<file path="src/rtl/sreg_pkg.sv">
package sreg_pkg;

   // lane positions inside the input synchronizer bundle
   localparam int unsigned LANE_SCLK  = 0;
   localparam int unsigned LANE_CSN   = 1;
   localparam int unsigned LANE_SDI   = 2;
   localparam int unsigned LANE_ESEL  = 3;
   localparam int unsigned LANE_COUNT = 4;

   // idle level of each lane, applied while in reset (chip select idles high)
   localparam logic [LANE_COUNT-1:0] LANE_IDLE = 4'b0010;

   typedef enum logic [1:0] {
      PH_CMD  = 2'd0,
      PH_DATA = 2'd1,
      PH_DONE = 2'd2
   } phase_e;

endpackage

</file>
<file path="src/rtl/sreg_sync.sv">
module sreg_sync #(
   parameter int unsigned             LANES   = 4,
   parameter int unsigned             STAGES  = 2,
   parameter logic [LANES-1:0]        IDLE    = '0
) (
   input  logic             clk,
   input  logic             rst_n,
   input  logic [LANES-1:0] async_i,
   output logic [LANES-1:0] sync_o
);

   initial begin
      assert (STAGES >= 2) else $error("sreg_sync: STAGES must be at least 2");
      assert (LANES >= 1)  else $error("sreg_sync: LANES must be at least 1");
   end

   for (genvar g = 0; g < LANES; g++) begin : g_lane
      logic [STAGES-1:0] pipe_q;
      always_ff @(posedge clk or negedge rst_n) begin
         if (!rst_n) pipe_q <= {STAGES{IDLE[g]}};
         else        pipe_q <= {pipe_q[STAGES-2:0], async_i[g]};
      end
      assign sync_o[g] = pipe_q[STAGES-1];
   end

endmodule

</file>
<file path="src/rtl/sreg_edge.sv">
module sreg_edge #(
   parameter logic IDLE = 1'b0
) (
   input  logic clk,
   input  logic rst_n,
   input  logic level_i,
   output logic rise_o,
   output logic fall_o
);

   logic prev_q;

   always_ff @(posedge clk or negedge rst_n) begin
      if (!rst_n) prev_q <= IDLE;
      else        prev_q <= level_i;
   end

   assign rise_o =  level_i & ~prev_q;
   assign fall_o = ~level_i &  prev_q;

endmodule

</file>
<file path="src/rtl/sreg_bank.sv">
module sreg_bank #(
   parameter int unsigned        ADDR_W  = 5,
   parameter int unsigned        REG_W   = 8,
   parameter logic [REG_W-1:0]   RST_VAL = '0
) (
   input  logic              clk,
   input  logic              rst_n,
   input  logic              we_i,
   input  logic [ADDR_W-1:0] wr_addr_i,
   input  logic [REG_W-1:0]  wr_data_i,
   input  logic [ADDR_W-1:0] rd_addr_i,
   output logic [REG_W-1:0]  rd_data_o
);

   localparam int unsigned DEPTH = 1 << ADDR_W;

   initial begin
      assert (ADDR_W >= 1 && ADDR_W <= 8) else $error("sreg_bank: ADDR_W out of range");
   end

   logic [REG_W-1:0] mem_q [DEPTH];

   for (genvar e = 0; e < DEPTH; e++) begin : g_entry
      always_ff @(posedge clk or negedge rst_n) begin
         if (!rst_n)                                     mem_q[e] <= RST_VAL;
         else if (we_i && wr_addr_i == ADDR_W'(e))       mem_q[e] <= wr_data_i;
      end
   end

   assign rd_data_o = mem_q[rd_addr_i];

   // a commit is visible at the written address on the next cycle
   p_write_lands_r2 : assert property (@(posedge clk) disable iff (!rst_n)
      we_i |=> mem_q[$past(wr_addr_i)] == $past(wr_data_i));

endmodule

</file>
<file path="src/rtl/sreg_seq.sv">
module sreg_seq
   import sreg_pkg::*;
#(
   parameter int unsigned ADDR_W = 5,
   parameter int unsigned REG_W  = 8
) (
   input  logic              clk,
   input  logic              rst_n,
   input  logic              cs_act_i,
   input  logic              rise_i,
   input  logic              fall_i,
   input  logic              sdi_i,
   input  logic              edge_sel_i,
   output logic [ADDR_W-1:0] rd_addr_o,
   input  logic [REG_W-1:0]  rd_data_i,
   output logic              we_o,
   output logic [ADDR_W-1:0] wr_addr_o,
   output logic [REG_W-1:0]  wr_data_o,
   output logic              sdo_o,
   output logic              sdo_oe_o
);

   localparam int unsigned CNT_W = $clog2(REG_W);
   localparam int unsigned REM_W = $clog2(REG_W + 1);

   initial begin
      assert (REG_W >= 4 && (REG_W & (REG_W - 1)) == 0)
         else $error("sreg_seq: REG_W must be a power of two of at least 4");
      assert (ADDR_W < REG_W) else $error("sreg_seq: address must leave room for the flag bit");
   end

   phase_e             phase_q;
   logic [CNT_W-1:0]   bit_q;
   logic [REG_W-2:0]   sh_q;
   logic [REG_W-1:0]   rd_buf_q;
   logic [REM_W-1:0]   rem_q;
   logic [ADDR_W-1:0]  addr_q;
   logic               rd_mode_q;
   logic               oe_q;
   logic               sdo_q;

   logic [REG_W-1:0]   frame_w;
   logic               last_bit;
   logic               cmd_end;
   logic               data_end;
   logic               launch_evt;
   logic               launch_go;

   assign frame_w    = {sh_q, sdi_i};
   assign last_bit   = (bit_q == CNT_W'(REG_W - 1));
   assign cmd_end    = cs_act_i && rise_i && phase_q == PH_CMD  && last_bit;
   assign data_end   = cs_act_i && rise_i && phase_q == PH_DATA && last_bit;
   assign launch_evt = edge_sel_i ? fall_i : rise_i;
   assign launch_go  = cs_act_i && launch_evt && rem_q != '0 && !cmd_end;

   always_ff @(posedge clk or negedge rst_n) begin
      if (!rst_n) begin
         phase_q   <= PH_CMD;
         bit_q     <= '0;
         sh_q      <= '0;
         rd_buf_q  <= '0;
         rem_q     <= '0;
         addr_q    <= '0;
         rd_mode_q <= 1'b0;
         oe_q      <= 1'b0;
         sdo_q     <= 1'b0;
      end else if (!cs_act_i) begin
         phase_q   <= PH_CMD;
         bit_q     <= '0;
         rem_q     <= '0;
         rd_mode_q <= 1'b0;
         oe_q      <= 1'b0;
         sdo_q     <= 1'b0;
      end else begin
         if (rise_i && phase_q != PH_DONE) begin
            sh_q  <= frame_w[REG_W-2:0];
            bit_q <= last_bit ? '0 : bit_q + 1'b1;
         end
         if (cmd_end) begin
            phase_q   <= PH_DATA;
            rd_mode_q <= frame_w[REG_W-1];
            addr_q    <= frame_w[ADDR_W-1:0];
            if (frame_w[REG_W-1]) begin
               if (edge_sel_i) begin
                  rd_buf_q <= rd_data_i;
                  rem_q    <= REM_W'(REG_W);
               end else begin
                  sdo_q    <= rd_data_i[REG_W-1];
                  rd_buf_q <= {rd_data_i[REG_W-2:0], 1'b0};
                  rem_q    <= REM_W'(REG_W - 1);
                  oe_q     <= 1'b1;
               end
            end
         end else if (data_end) begin
            phase_q <= PH_DONE;
         end
         if (launch_go) begin
            sdo_q    <= rd_buf_q[REG_W-1];
            rd_buf_q <= {rd_buf_q[REG_W-2:0], 1'b0};
            rem_q    <= rem_q - 1'b1;
            oe_q     <= 1'b1;
         end
      end
   end

   assign rd_addr_o = frame_w[ADDR_W-1:0];
   assign we_o      = data_end && !rd_mode_q;
   assign wr_addr_o = addr_q;
   assign wr_data_o = frame_w;
   assign sdo_o     = sdo_q;
   assign sdo_oe_o  = oe_q;

   // the command bit position advances only on a serial rising edge
   p_count_on_rise_r1 : assert property (@(posedge clk) disable iff (!rst_n)
      (phase_q == PH_CMD && $past(phase_q == PH_CMD) && $past(cs_act_i) && !$stable(bit_q))
         |-> $past(rise_i));

   // no drive once a write command has been decoded
   p_write_quiet_r3 : assert property (@(posedge clk) disable iff (!rst_n)
      (phase_q != PH_CMD && !rd_mode_q) |-> !oe_q);

   // no drive while the command byte is still arriving
   p_cmd_quiet_r4 : assert property (@(posedge clk) disable iff (!rst_n)
      (phase_q == PH_CMD) |-> !oe_q);

   // falling-edge mode moves the data line only after a falling edge
   p_fall_launch_r5 : assert property (@(posedge clk) disable iff (!rst_n)
      (oe_q && edge_sel_i && $past(edge_sel_i) && cs_act_i && $past(cs_act_i) && !$stable(sdo_q))
         |-> $past(fall_i));

   // rising-edge mode moves the data line only after a rising edge
   p_rise_launch_r6 : assert property (@(posedge clk) disable iff (!rst_n)
      (oe_q && !edge_sel_i && $past(!edge_sel_i) && cs_act_i && $past(cs_act_i) && !$stable(sdo_q))
         |-> $past(rise_i));

   // releasing chip select stops driving and rewinds to the command byte
   p_abort_r7 : assert property (@(posedge clk) disable iff (!rst_n)
      !cs_act_i |=> (!oe_q && phase_q == PH_CMD && bit_q == '0));

   // a commit closes the data phase, so it occurs at most once per transfer
   p_commit_once_r8 : assert property (@(posedge clk) disable iff (!rst_n)
      we_o |=> (phase_q == PH_DONE && !we_o));

   // edges after the data byte leave the sequencer parked
   p_done_parked_r9 : assert property (@(posedge clk) disable iff (!rst_n)
      (phase_q == PH_DONE && cs_act_i) |=> (phase_q == PH_DONE || !$past(cs_act_i) || !cs_act_i));

endmodule

</file>
<file path="src/rtl/sreg_host_port.sv">
module sreg_host_port
   import sreg_pkg::*;
#(
   parameter int unsigned ADDR_W      = 5,
   parameter int unsigned REG_W       = 8,
   parameter int unsigned SYNC_STAGES = 2
) (
   input  logic clk,
   input  logic rst_n,
   input  logic sclk,
   input  logic cs_n,
   input  logic sdi,
   input  logic edge_sel,
   output logic sdo,
   output logic sdo_oe
);

   initial begin
      assert (SYNC_STAGES >= 2) else $error("sreg_host_port: SYNC_STAGES below 2");
      assert (ADDR_W < REG_W)   else $error("sreg_host_port: ADDR_W too wide for command byte");
   end

   logic [LANE_COUNT-1:0] raw_w;
   logic [LANE_COUNT-1:0] syn_w;
   logic                  sclk_rise;
   logic                  sclk_fall;
   logic [ADDR_W-1:0]     rd_addr;
   logic [REG_W-1:0]      rd_data;
   logic                  wr_en;
   logic [ADDR_W-1:0]     wr_addr;
   logic [REG_W-1:0]      wr_data;

   assign raw_w[LANE_SCLK] = sclk;
   assign raw_w[LANE_CSN]  = cs_n;
   assign raw_w[LANE_SDI]  = sdi;
   assign raw_w[LANE_ESEL] = edge_sel;

   sreg_sync #(
      .LANES  (LANE_COUNT),
      .STAGES (SYNC_STAGES),
      .IDLE   (LANE_IDLE)
   ) u_sync (
      .clk     (clk),
      .rst_n   (rst_n),
      .async_i (raw_w),
      .sync_o  (syn_w)
   );

   sreg_edge #(
      .IDLE (LANE_IDLE[LANE_SCLK])
   ) u_edge (
      .clk     (clk),
      .rst_n   (rst_n),
      .level_i (syn_w[LANE_SCLK]),
      .rise_o  (sclk_rise),
      .fall_o  (sclk_fall)
   );

   sreg_seq #(
      .ADDR_W (ADDR_W),
      .REG_W  (REG_W)
   ) u_seq (
      .clk        (clk),
      .rst_n      (rst_n),
      .cs_act_i   (~syn_w[LANE_CSN]),
      .rise_i     (sclk_rise),
      .fall_i     (sclk_fall),
      .sdi_i      (syn_w[LANE_SDI]),
      .edge_sel_i (syn_w[LANE_ESEL]),
      .rd_addr_o  (rd_addr),
      .rd_data_i  (rd_data),
      .we_o       (wr_en),
      .wr_addr_o  (wr_addr),
      .wr_data_o  (wr_data),
      .sdo_o      (sdo),
      .sdo_oe_o   (sdo_oe)
   );

   sreg_bank #(
      .ADDR_W  (ADDR_W),
      .REG_W   (REG_W),
      .RST_VAL ('0)
   ) u_bank (
      .clk       (clk),
      .rst_n     (rst_n),
      .we_i      (wr_en),
      .wr_addr_i (wr_addr),
      .wr_data_i (wr_data),
      .rd_addr_i (rd_addr),
      .rd_data_o (rd_data)
   );

   // while deselected the output is never enabled
   p_deselect_hiz_r7 : assert property (@(posedge clk) disable iff (!rst_n)
      (syn_w[LANE_CSN] && $past(syn_w[LANE_CSN])) |-> !sdo_oe);

endmodule

</file>
<file path="config.mk">
export PLATFORM = sky130hd
export DESIGN_NAME = sreg_host_port
export DESIGN_NICKNAME = d
export VERILOG_FILES = /design/src/rtl/sreg_pkg.sv /design/src/rtl/sreg_sync.sv /design/src/rtl/sreg_edge.sv /design/src/rtl/sreg_bank.sv /design/src/rtl/sreg_seq.sv /design/src/rtl/sreg_host_port.sv
export SDC_FILE = /design/constraint.sdc
export NUM_CORES = 1
export LEC_CHECK = 0
export CORE_UTILIZATION = 62
export CTS_CLUSTER_DIAMETER = 50
export CTS_CLUSTER_SIZE = 40
export DETAILED_ROUTE_END_ITERATION = 8
export GPL_TIMING_DRIVEN = 0
export HOLD_SLACK_MARGIN = 0.05
export PLACE_DENSITY = 0.78
export SYNTH_ARGS = -nofsm -noshare
export SYNTH_HDL_FRONTEND = slang
export SYNTH_SLANG_ARGS = --single-unit
</file>
<file path="constraint.sdc">
create_clock -name clk -period 2.7 [get_ports clk]
set_input_delay 0.27 -clock clk [delete_from_list [all_inputs] [get_ports clk]]
set_output_delay 0.27 -clock clk [all_outputs]
set_load 0.1 [all_outputs]
</file>
# [Yosys cells after proc, flatten, opt, wreduce, memory -nomap -nowiden]
# Index checks and enable logic that the tools add are counted.
[op_classes] magnitude_cmp=1 reduce_logical=59 mux=31 addsub=2 n_eq_ne=35 n_bitwise=6
[ops] cell="$eq 5x5->1 const B" n=16
[ops] cell="$mux 8" n=6
[ops] cell="$logic_and 1x1->1" n=42
[ops] cell="$bmux 8 s5" n=1
[ops] cell="$eq 5x4->1 const B" n=8
[ops] cell="$eq 5x3->1 const B" n=4
[ops] cell="$mux 4" n=5
[ops] cell="$mux 1" n=13
[ops] cell="$eq 5x2->1 const B" n=2
[ops] cell="$mux 3" n=3
[ops] cell="$reduce_bool 3->1" n=3
[ops] cell="$reduce_bool 2->1" n=4
[ops] cell="$ge 6x6->1 const B" n=1
[ops] cell="$mux 2" n=3
[ops] cell="$not 5->6" n=1
[ops] cell="$reduce_and 2->1" n=3
[ops] cell="$reduce_and 3->1" n=2
[ops] cell="$eq 5x1->1 const B" n=1
[ops] cell="$logic_not 5->1" n=1
[ops] cell="$reduce_bool 4->1" n=1
[ops] cell="$sub 4x1->4 const B" n=1
[ops] cell="$add 3x1->3 const B" n=1
[ops] cell="$eq 3x3->1 const B" n=1
[ops] cell="$ne 3x1->1 const B" n=1
[ops] cell="6 further kinds" n=10
[word_totals] regBits=297 elab_cells=180

# [Longest topological paths before layout]
# Gate-level depths: netlist of run 1.
[depth] depth_word=9 ltp_mapped=8

# [By module]
# A second synthesis of run 1 with hierarchy kept.
[hier_totals] cells_unflattened=858 area_unflattened_um2=13573.0
[by_module_without_submodules] mod="sreg_bank" cells_per_inst=699 instances=1 area_each_um2=11673.7
[by_module_without_submodules] mod="sreg_seq" cells_per_inst=143 instances=1 area_each_um2=1622.8
[by_module_without_submodules] mod="sreg_sync" cells_per_inst=12 instances=1 area_each_um2=232.7
[by_module_without_submodules] mod="sreg_edge" cells_per_inst=3 instances=1 area_each_um2=40.0
[by_module_without_submodules] mod="sreg_host_port" cells_per_inst=1 instances=1 area_each_um2=3.8

# [Worst setup path before layout of run 1]
# Ideal clock, no wire load.
[synth_timing] kind="reg-to-reg" startpoint="register u_seq.sh_q[0]" endpoint="register u_seq.rd_buf_q[1]" n_path_buf=2 stages_incl_launch_ff=8 arrival_ns=2.262 setup_time_ns=0.136 path_slack_ns=0.302 cell_sequence="dfrtp_1 clkbuf_1 buf_1 mux4_2 mux4_2 mux2_2 a22oi_1 o211ai_1"
[synth_between] elab_chain_len=8
[synth_rtl] item="start, declared" line_no="sreg_seq.sv:34" text="logic [REG_W-2:0] sh_q;"
[synth_rtl] item="start signal, assigned" line_no="sreg_seq.sv:76" text="sh_q <= frame_w[REG_W-2:0];"
[synth_rtl] item="$not 5->6 (not written as such)" line_no="sreg_bank.sv:30" text="assign rd_data_o = mem_q[rd_addr_i];"
[synth_rtl] item="$bmux 8 s5" line_no="sreg_bank.sv:30"
[synth_rtl] item="$mux 8 (not written as such) (2 in series)" line_no="sreg_bank.sv:30"
[synth_rtl] item="$mux 8" line_no="sreg_seq.sv:84" text="if (edge_sel_i) begin"
[synth_rtl] item="$mux 8" line_no="sreg_seq.sv:83" text="if (frame_w[REG_W-1]) begin"
[synth_rtl] item="$mux 8" line_no="sreg_seq.sv:79" text="if (cmd_end) begin"
[synth_rtl] item="$mux 8" line_no="sreg_seq.sv:97" text="if (launch_go) begin"
[synth_rtl] item="end signal, assigned" line_no="sreg_seq.sv:85" text="rd_buf_q <= rd_data_i;"
[synth_rtl] item="end signal, assigned" line_no="sreg_seq.sv:89" text="rd_buf_q <= {rd_data_i[REG_W-2:0], 1'b0};"
[synth_rtl] item="end signal, assigned" line_no="sreg_seq.sv:99" text="rd_buf_q <= {rd_buf_q[REG_W-2:0], 1'b0};"
[synth_rtl] item="end, declared" line_no="sreg_seq.sv:35" text="logic [REG_W-1:0] rd_buf_q;"
# Every way passes these cells. The select of a mux whose other input is x is not followed.
# A chain may end at the register's enable or synchronous reset.

# [Worst setup path after layout of run 1]
[layout_timing] startpoint="register u_seq.bit_q[0]" endpoint="register u_bank.mem_q[131] (netlist bit)"
[layout_between] elab_chain_len=4
[layout_rtl] item="start, declared" line_no="sreg_seq.sv:33" text="logic [CNT_W-1:0] bit_q;"
[layout_rtl] item="start signal, assigned" line_no="sreg_seq.sv:77" text="bit_q <= last_bit ? '0 : bit_q + 1'b1;"
[layout_rtl] item="$eq 3x3->1" line_no="sreg_seq.sv:50" text="assign last_bit = (bit_q == CNT_W'(REG_W - 1));"
[layout_rtl] item="$logic_and 1x1->1" line_no="sreg_seq.sv:52" text="assign data_end = cs_act_i && rise_i && phase_q == PH_DATA && last_bit;"
[layout_rtl] item="$logic_and 1x1->1" line_no="sreg_seq.sv:107" text="assign we_o = data_end && !rd_mode_q;"
[layout_rtl] item="$logic_and 1x1->1" line_no="sreg_bank.sv:26" text="else if (we_i && wr_addr_i == ADDR_W'(e)) mem_q[e] <= wr_data_i;"
[layout_rtl] item="end signal, assigned by index" line_no="sreg_bank.sv:26"
[layout_rtl] item="end, declared" line_no="sreg_bank.sv:21" text="logic [REG_W-1:0] mem_q [DEPTH];"
# Every way passes these cells.

==> results.tsv, run 1 <==
stage	metric	value	unit
global_routing	initial antenna violation count	2	
timing	Final Max Slew Viols	0	
pwr	switching share of total power	28.4	%
cts	TritonCTS clock tree	built	
routing	routed via count	8170	
timing	fin crit share	101	%
finish	number of fill cells	1234	
cts	clk sinks	297	
global_routing	largest net degree at the start of global routing	138	
cts	clk buf depth	3	
routing	Routed Antenna Nets	0	
timing	Max Freq	368	MHz
min_path	worst hold-check path type	input port to register	
synthesis	Post-Synth XOR/XNOR Area	0	%
finish	Layout Area Growth over Synthesis	14.8	%
synthesis	synthesized area	13400	um2
routing	Detailed Route WL	34.8	mm
timing	final hold violations	0	
worst_setup_path	CP Class	register to register	
finish	nets	921	
timing	Worst Tran Pin Value	1040	ps
routing	Iter 0 DRT Violations	593	
pwr	leakage	7.23	nW
synthesis	post-synthesis mux area share	36.9	%
global_routing	number of global-route vias before repair	8772	
pwr	Comb power frac	11.0	%
pwr	PwrDens	621	nW/um2
pwr	P_sw	2.71	mW
pwr	Cell Int Power	6.83	mW
synthesis	synth unique cells	44	
timing	Final min period	2720	ps
routing	DR vias/cell	6.76	
cts	worst skew pair latency	550	ps
synthesis	area fraction in and, or, nand and nor cells after synthesis	3.45	%
finish	most frequent cells in the layout	294 x dfrtp_1, 274 x mux2_2, 80 x mux4_2, 39 x clkbuf_1, 29 x clkbuf_16	
pwr	Clock Power Share	41.1	%
synthesis	Compound-Gate Fraction of Synth Area	1.56	%
finish	Final Cell Area	15400	um2
timing	WHS	137	ps
finish	fin cells	1209	
placement	detailed placement HPWL	22.7	mm
floorplanning	Die Span X	149	um
run_status	failing checks	setup timing	
floorplanning	standard-cell rows	53	
finish	share of layout cells above drive strength 1	51.8	%
worst_setup_path	Worst Path Required	3130	ps
cts	root buf cell	clkbuf_16	
pwr	Max rail drop VDD	0.517	mV
placement	pre-CTS WS	-586	ps
worst_setup_path	crit path capture type	register	
worst_setup_path	Critical Path Source	u_seq.bit_q[0]	
cts	Clock transition at path regs	70	ps
floorplanning	core footprint	21100	um2
routing	DRC	0	
synthesis	synthesized instance count	858	
worst_setup_path	CP arrival	3150	ps
pwr	Seq pwr share	48.0	%
timing	# setup viols final	12	
synthesis	adder-cell share of the synthesized area	0.373	%
synthesis	asr flop ratio synth	100	%
cts	htree depth	1	
run_status	status	finished with violations	
worst_setup_path	crit-path max FO	8	
synthesis	Post-synth EDFFs	0	
floorplanning	Die Area	22200	um2
floorplanning	Die Ht	149	um
synthesis	main combinational cell family by area after synthesis	multiplexers	
placement	Post-DP Area	13900	um2
global_routing	GRT overflow	0	
global_routing	first-pass GRT wire length	52.3	mm
synthesis	syn_area_per_cell	15.6	um2
finish	most common cell after layout, fill and taps aside	dfrtp_1	
floorplanning	I/O pins	8	
floorplanning	Initial Utilization	63.5	%
placement	cell total after placement	1142	
timing	slew margin rel.	30.3	%
cts	CTS Buf Count	28	
synthesis	Seq/Total Area, Yosys	55.5	%
timing	PnR worst setup slack	-20.2	ps
worst_setup_path	reg2reg start	u_seq.bit_q[0]	
synthesis	FF+latch count, synth	297	
synthesis	post-synth net total	868	
global_routing	GR Util All Layers	32.3	%
routing	mean routed wirelength per cell	28.8	um
worst_setup_path	crit start category	register	
job	Max-Cap Viols	0	
routing	First-pass DRT Iterations	7	
placement	Buffers on Ports	7	
placement	GPL Wtd Cong	0.885	
timing	Setup Total Neg Slack	-140	ps
synthesis	Syn. warnings	0	
min_path	hold_sp	cs_n	
timing	Setup Skew	10.8	ps
synthesis	most used flip-flop cell after synthesis	dfrtp_1	
==> power groups by stage <==
stage	registers (mW)	logic [mW]	clock network, mW
4_1_cts	4.57	1.00	3.95
2_1_floorplan	4.61	0.532	0
3_3_place_gp	4.65	0.942	0
6_report	4.58	1.05	3.92
3_5_place_dp	4.64	0.994	0
5_1_grt	4.58	1.09	4.14
==> registers in the layout, summed over array words and instances, names as in the netlist <==
signal and count:
u_seq.sdo_o 1, u_seq.rem_q 4, u_seq.rd_mode_q 1, u_bank.mem_q 256
u_seq.phase_q 2, u_seq.bit_q 3, u_sync.g_lane.pipe_q 8, u_seq.rd_buf_q 8
u_seq.sh_q 7, u_seq.wr_addr_o 5, u_seq.sdo_oe_o 1, u_edge.prev_q 1
==> final cells by class <==
type	instances	area [um2]	share of cell area [%]
antenna	2	5.00	0.0325
inverter	13	51.3	0.334
tap	275	344	2.24
sequential	297	7440	48.4
timing repair buffer	26	398	2.59
buffer	56	332	2.16
clock buffer	32	757	4.92
multi-input combinational	489	5890	38.3
clock inverter	19	165	1.07
==> path summary, 6_finish.rpt <==
check	to	slack (ps)	cells past startpoint
max in group asynchronous	u_seq.sh_q[0]	1480	3
worst max-delay path	u_bank.mem_q[131]	-20	8
worst min-delay path	u_sync.g_lane[1].pipe_q[0]	140	1
min in group asynchronous	u_edge.prev_q	200	2
worst max register to register	u_bank.mem_q[131]	-20	8
worst min register to register	u_sync.g_lane[2].pipe_q[1]	360	0
==> repair_timing <==
action / in CTS / in global routing
gates resized for setup: 54 / 37
pin swaps: 1 / 11
gates cloned: 0 / 0
endpoints found under the setup margin: 204 / 241
endpoints found under the hold margin: 41 / 0
hold buffers: 1 / 0
setup buffers: 1 / 15
==> through the flow <==
step / total power [mW] / utilization [%]
after floorplan: 5.14 / -
after global placement: 5.59 / 65.5
after detailed placement: 5.64 / 65.8
after CTS: 9.52 / 71.1
after global routing: 9.81 / 72.9
final: 9.54 / 72.9
==> cells by family after synthesis <==
kind of cell | after synthesis
flops | 297
compound gates | 30
fa+ha+maj | 4
buf+inv | 72
mux | 360
simple gates | 95
==> metal layers <==
metal | GRT usage (%) | part of all wire [%]
met1 | 40.7 | 37
met2 | 52.9 | 50
met3 | 7.22 | 7.2
met4 | 16.5 | 5.6
met5 | 0 | 0
==> worst max-delay path, stage by stage, from the launching register on <==
cell and delay, ps:
dfrtp_1 370, ha_1 170, ha_2 220, and4bb_2 320, and4_1 350, nand3_1 380
nor2_4 290, buf_12 170, mux2_2 330
==> Yosys cell counts (all sizes together), types with 7 or more instances <==
cell,count,share of area (%)
dfrtp,295,55
mux2,274,23
mux4,80,13
clkbuf,47,1.3
nor2,38,1.1
nand2,17,0.48
buf,12,0.53
inv,12,0.34
nand3,9,0.34
nand2b,7,0.33
(Power assumes the default switching activity.)
==> inputs of run 2 (changes only) <==
--- a/config.mk
+++ b/config.mk
@@ -7,5 +7,4 @@
 export LEC_CHECK = 0
 export CORE_UTILIZATION = 62
-export CTS_CLUSTER_DIAMETER = 50
 export CTS_CLUSTER_SIZE = 40
 export DETAILED_ROUTE_END_ITERATION = 8
==> constraint.sdc (replaced) <==
create_clock -name clk -period 2.7 [get_ports clk]
set_input_delay 0.405 -clock clk [delete_from_list [all_inputs] [get_ports clk]]
set_output_delay 0.405 -clock clk [all_outputs]
set_load 0.1 [all_outputs]
==> run 2 against run 1 <==
Compared with the run above:
- the flow still finishes with violations (setup timing)
- clock-buffer cell count increased by 14
- fmax down 4.0%
- sequential power hardly changed
- final cell count increased by 0.66%
- combinational power about the same
- register-to-register slack worse by 110 ps
- sequential share of layout area decreased by 0.62 points
- global-route usage increased by 0.26 points
- routed wire length increased by 0.61%
==> results.tsv, run 2 (same netlist as run 1, synthesis figures left out) <==
stage	metric	value	unit	change
min_path	hold_sp	cs_n		
worst_setup_path	flop2flop setup slack	-130	ps	-110 ps
global_routing	largest net degree at the start of global routing	138		unchanged
worst_setup_path	crit-path max FO	8		unchanged
placement	detailed placement HPWL	22.7	mm	unchanged
finish	Largest Register	u_bank.mem_q		
finish	number of fill cells	1217		-1.4%
placement	cell total after placement	1142		unchanged
timing	final hold violations	0		unchanged
worst_setup_path	crit start category	register		
min_path	Hold Path Depth	1		unchanged
timing	Worst Tran Pin Value	1170	ps	+129 ps
worst_setup_path	Worst Path Required	3130	ps	about the same
pwr	P_sw	2.58	mW	-4.6%
finish	Final Cell Area	15600	um2	+1.3%
worst_setup_path	CP Class	register to register		
cts	worst skew pair latency	550	ps	about the same
finish	Layout Area Growth over Synthesis	16.2	%	
timing	RSZ-0062 raised after global routing	yes		
placement	GPL Wtd Cong	0.885		unchanged
timing	Final min period	2830	ps	+112 ps
pwr	Seq pwr share	45.0	%	-3.0 points
cts	CTS Buf Count	30		+7.1%
timing	PnR worst setup slack	-133	ps	-112 ps
cts	Clock transition at path regs	60	ps	about the same
global_routing	initial antenna violation count	1		-1
timing	# setup viols final	64		+52
global_routing	GRT overflow	0		unchanged
finish	Seq. cell area	7440	um2	unchanged
placement	Post-DP Area	13900	um2	unchanged
global_routing	first-pass GRT wire length	52.8	mm	+0.96%
placement	Buffers on Ports	7		unchanged
routing	DR vias/cell	6.72		-0.52%
finish	Core Util, Final	73.9	%	+0.94 points
routing	DRC	0		unchanged
worst_setup_path	CP arrival	3260	ps	+110 ps
worst_setup_path	worst path cell trace	ha_1, ha_2, and4bb_2, and4_1, nand2_1, nor2_2, mux2_2		
global_routing	number of global-route vias before repair	8823		+0.58%
cts	clk buf depth	3		unchanged
finish	Multi-input gate area	5870	um2	-0.36%
worst_setup_path	Worst path max stage delay	570	ps	+190 ps
worst_setup_path	crit path capture type	register		
cts	root buf cell	clkbuf_16		
finish	most frequent cells in the layout	294 x dfrtp_1, 274 x mux2_2, 80 x mux4_2, 43 x clkbuf_1, 31 x clkbuf_16		
min_path	hold endpoint	u_sync.g_lane[1].pipe_q[0]		
worst_setup_path	CP max-delay cell	nor2_2		
pwr	leakage	7.35	nW	+1.8%
worst_setup_path	reg2reg start	u_seq.bit_q[0]		
routing	routed via count	8181		+0.13%
pwr	Clock Power Share	44.7	%	+3.6 points
floorplanning	Die Ht	149	um	unchanged
floorplanning	standard-cell rows	53		unchanged
pwr	Comb power frac	10.3	%	-0.7 points
floorplanning	Die Area	22200	um2	unchanged
finish	most common cell after layout, fill and taps aside	dfrtp_1		
timing	Final Max Slew Viols	0		unchanged
cts	htree depth	1		unchanged
routing	Routed Antenna Nets	0		unchanged
floorplanning	I/O pins	8		unchanged
timing	slew margin rel.	21.6	%	-8.7 points
pwr	PwrDens	654	nW/um2	+5.3%
run_status	status	finished with violations		
timing	Max Freq	353	MHz	-4.0%
finish	fin cells	1217		+0.66%
routing	First-pass DRT Iterations	4		-3
pwr	Cell Int Power	7.60	mW	+11%
cts	clk sinks	297		unchanged
timing	Setup Skew	12.1	ps	+1.34 ps
floorplanning	Initial Utilization	63.5	%	unchanged
floorplanning	Die Span X	149	um	unchanged
global_routing	GR Util All Layers	32.5	%	+0.26 points
worst_setup_path	CP top delay family	simple AND/OR/NAND/NOR gates		
min_path	worst hold-check path type	input port to register		
routing	Detailed Route WL	35.0	mm	+0.61%
routing	mean routed wirelength per cell	28.8	um	about the same
cts	TritonCTS clock tree	built		
finish	nets	929		+0.87%
finish	Largest register FFs	256		unchanged
timing	fin crit share	105	%	+4.2 points
finish	share of layout cells above drive strength 1	51.8	%	-0.071 points
pwr	switching share of total power	25.4	%	-3.0 points
pwr	Max rail drop VDD	0.434	mV	-16%
job	Max-Cap Viols	0		unchanged
routing	Iter 0 DRT Violations	684		+15%
worst_setup_path	worst reg-to-reg path cell count	7		-1
worst_setup_path	FF-to-FF End	u_bank.mem_q[169]		
worst_setup_path	Buf/Inv on CP	0		-1
run_status	failing checks	setup timing		
finish	leading registers by flop count	u_bank.mem_q (256), u_seq.rd_buf_q (8), u_sync.g_lane.pipe_q (8)		
floorplanning	core footprint	21100	um2	unchanged
## run 2: changes by cell type in the layout (fill, tap and decap cells not counted), moves of 3 or more
cell / change
clkbuf_8: +8
buf_4: +7
bufinv_16: +5
clkinv_4: -5
clkbuf_1: +4
clkinvlp_4: -4
inv_6: -3
inv_8: -3
nor2_2: +3
nor2_4: -3
## run 2: area by class of cell
| class | instances | share of cell area (%) |
|---|---|---|
| flip-flops and latches | 297 | 47.7 |
| plain buffers | 56 | 2.14 |
| multi-input cells | 489 | 37.7 |
| inverters | 13 | 0.329 |
| well taps | 275 | 2.21 |
| clock inverters | 8 | 1.06 |
| repair buffers | 32 | 2.84 |
| clock buffers | 46 | 5.98 |
| diodes | 1 | 0.0161 |
## run 2: worst reg2reg max path, cell delays in order (launching register included)
cell and delay (ps):
dfrtp_1 380, ha_1 190, ha_2 210, and4bb_2 300
and4_1 380, nand2_1 260, nor2_2 570, mux2_2 420
## run 2: worst max-delay path by stage
| stage | from | to | slack, ps | cells past startpoint |
|---|---|---|---|---|
| floorplan | u_seq.sh_q[0] | u_seq.rd_buf_q[1] | 300 | 7 |
| global placement | rst_n | u_bank.mem_q[137] | -10250 | 1 |
| detailed placement | u_seq.sh_q[0] | u_seq.rd_buf_q[2] | -590 | 7 |
| CTS | u_seq.bit_q[0] | u_bank.mem_q[158] | -160 | 7 |
| global route | u_seq.bit_q[0] | u_bank.mem_q[24] | -160 | 9 |
| finish | u_seq.bit_q[0] | u_bank.mem_q[169] | -130 | 7 |
## run 2: routing by layer
layer  up-vias  global-route usage, %  routed length (um)
li1       3313                      -                   -
met1      4414                   41.3               13100
met2       333                   53.3               17500
met3       121                   6.54                2460
met4         0                   17.1                1930
met5         -                      0                   0
## run 2: power by group through the flow
stage	clock network, mW	registers (mW)	logic (mW)
detailed placement	0	4.64	0.994
global placement	0	4.65	0.942
finish	4.56	4.58	1.05
CTS	4.57	4.57	1.00
floorplan	0	4.61	0.532
global route	4.75	4.58	1.10
## run 2: through the flow
step | setup TNS (ps) | total power [mW] | worst slack, ps | hold WS, ps
finish | -4600 | 10.2 | -133 | 264
global route | -9150 | 10.4 | -158 | 275
CTS | -3660 | 10.1 | -156 | 262
detailed placement | -73680 | 5.64 | -586 | 324
global placement | -3080880 | 5.59 | -10250 | 334
floorplan | 0 | 5.14 | 302 | 109
## run 2: repair_timing
item / 4_1_cts / 5_1_grt
hold endpoints to repair: 41 / 0
buffers inserted: 9 / 13
hold buffers: 1 / 0
resized for setup: 63 / 26
pin swaps: 10 / 10
endpoints found under the setup margin: 257 / 186
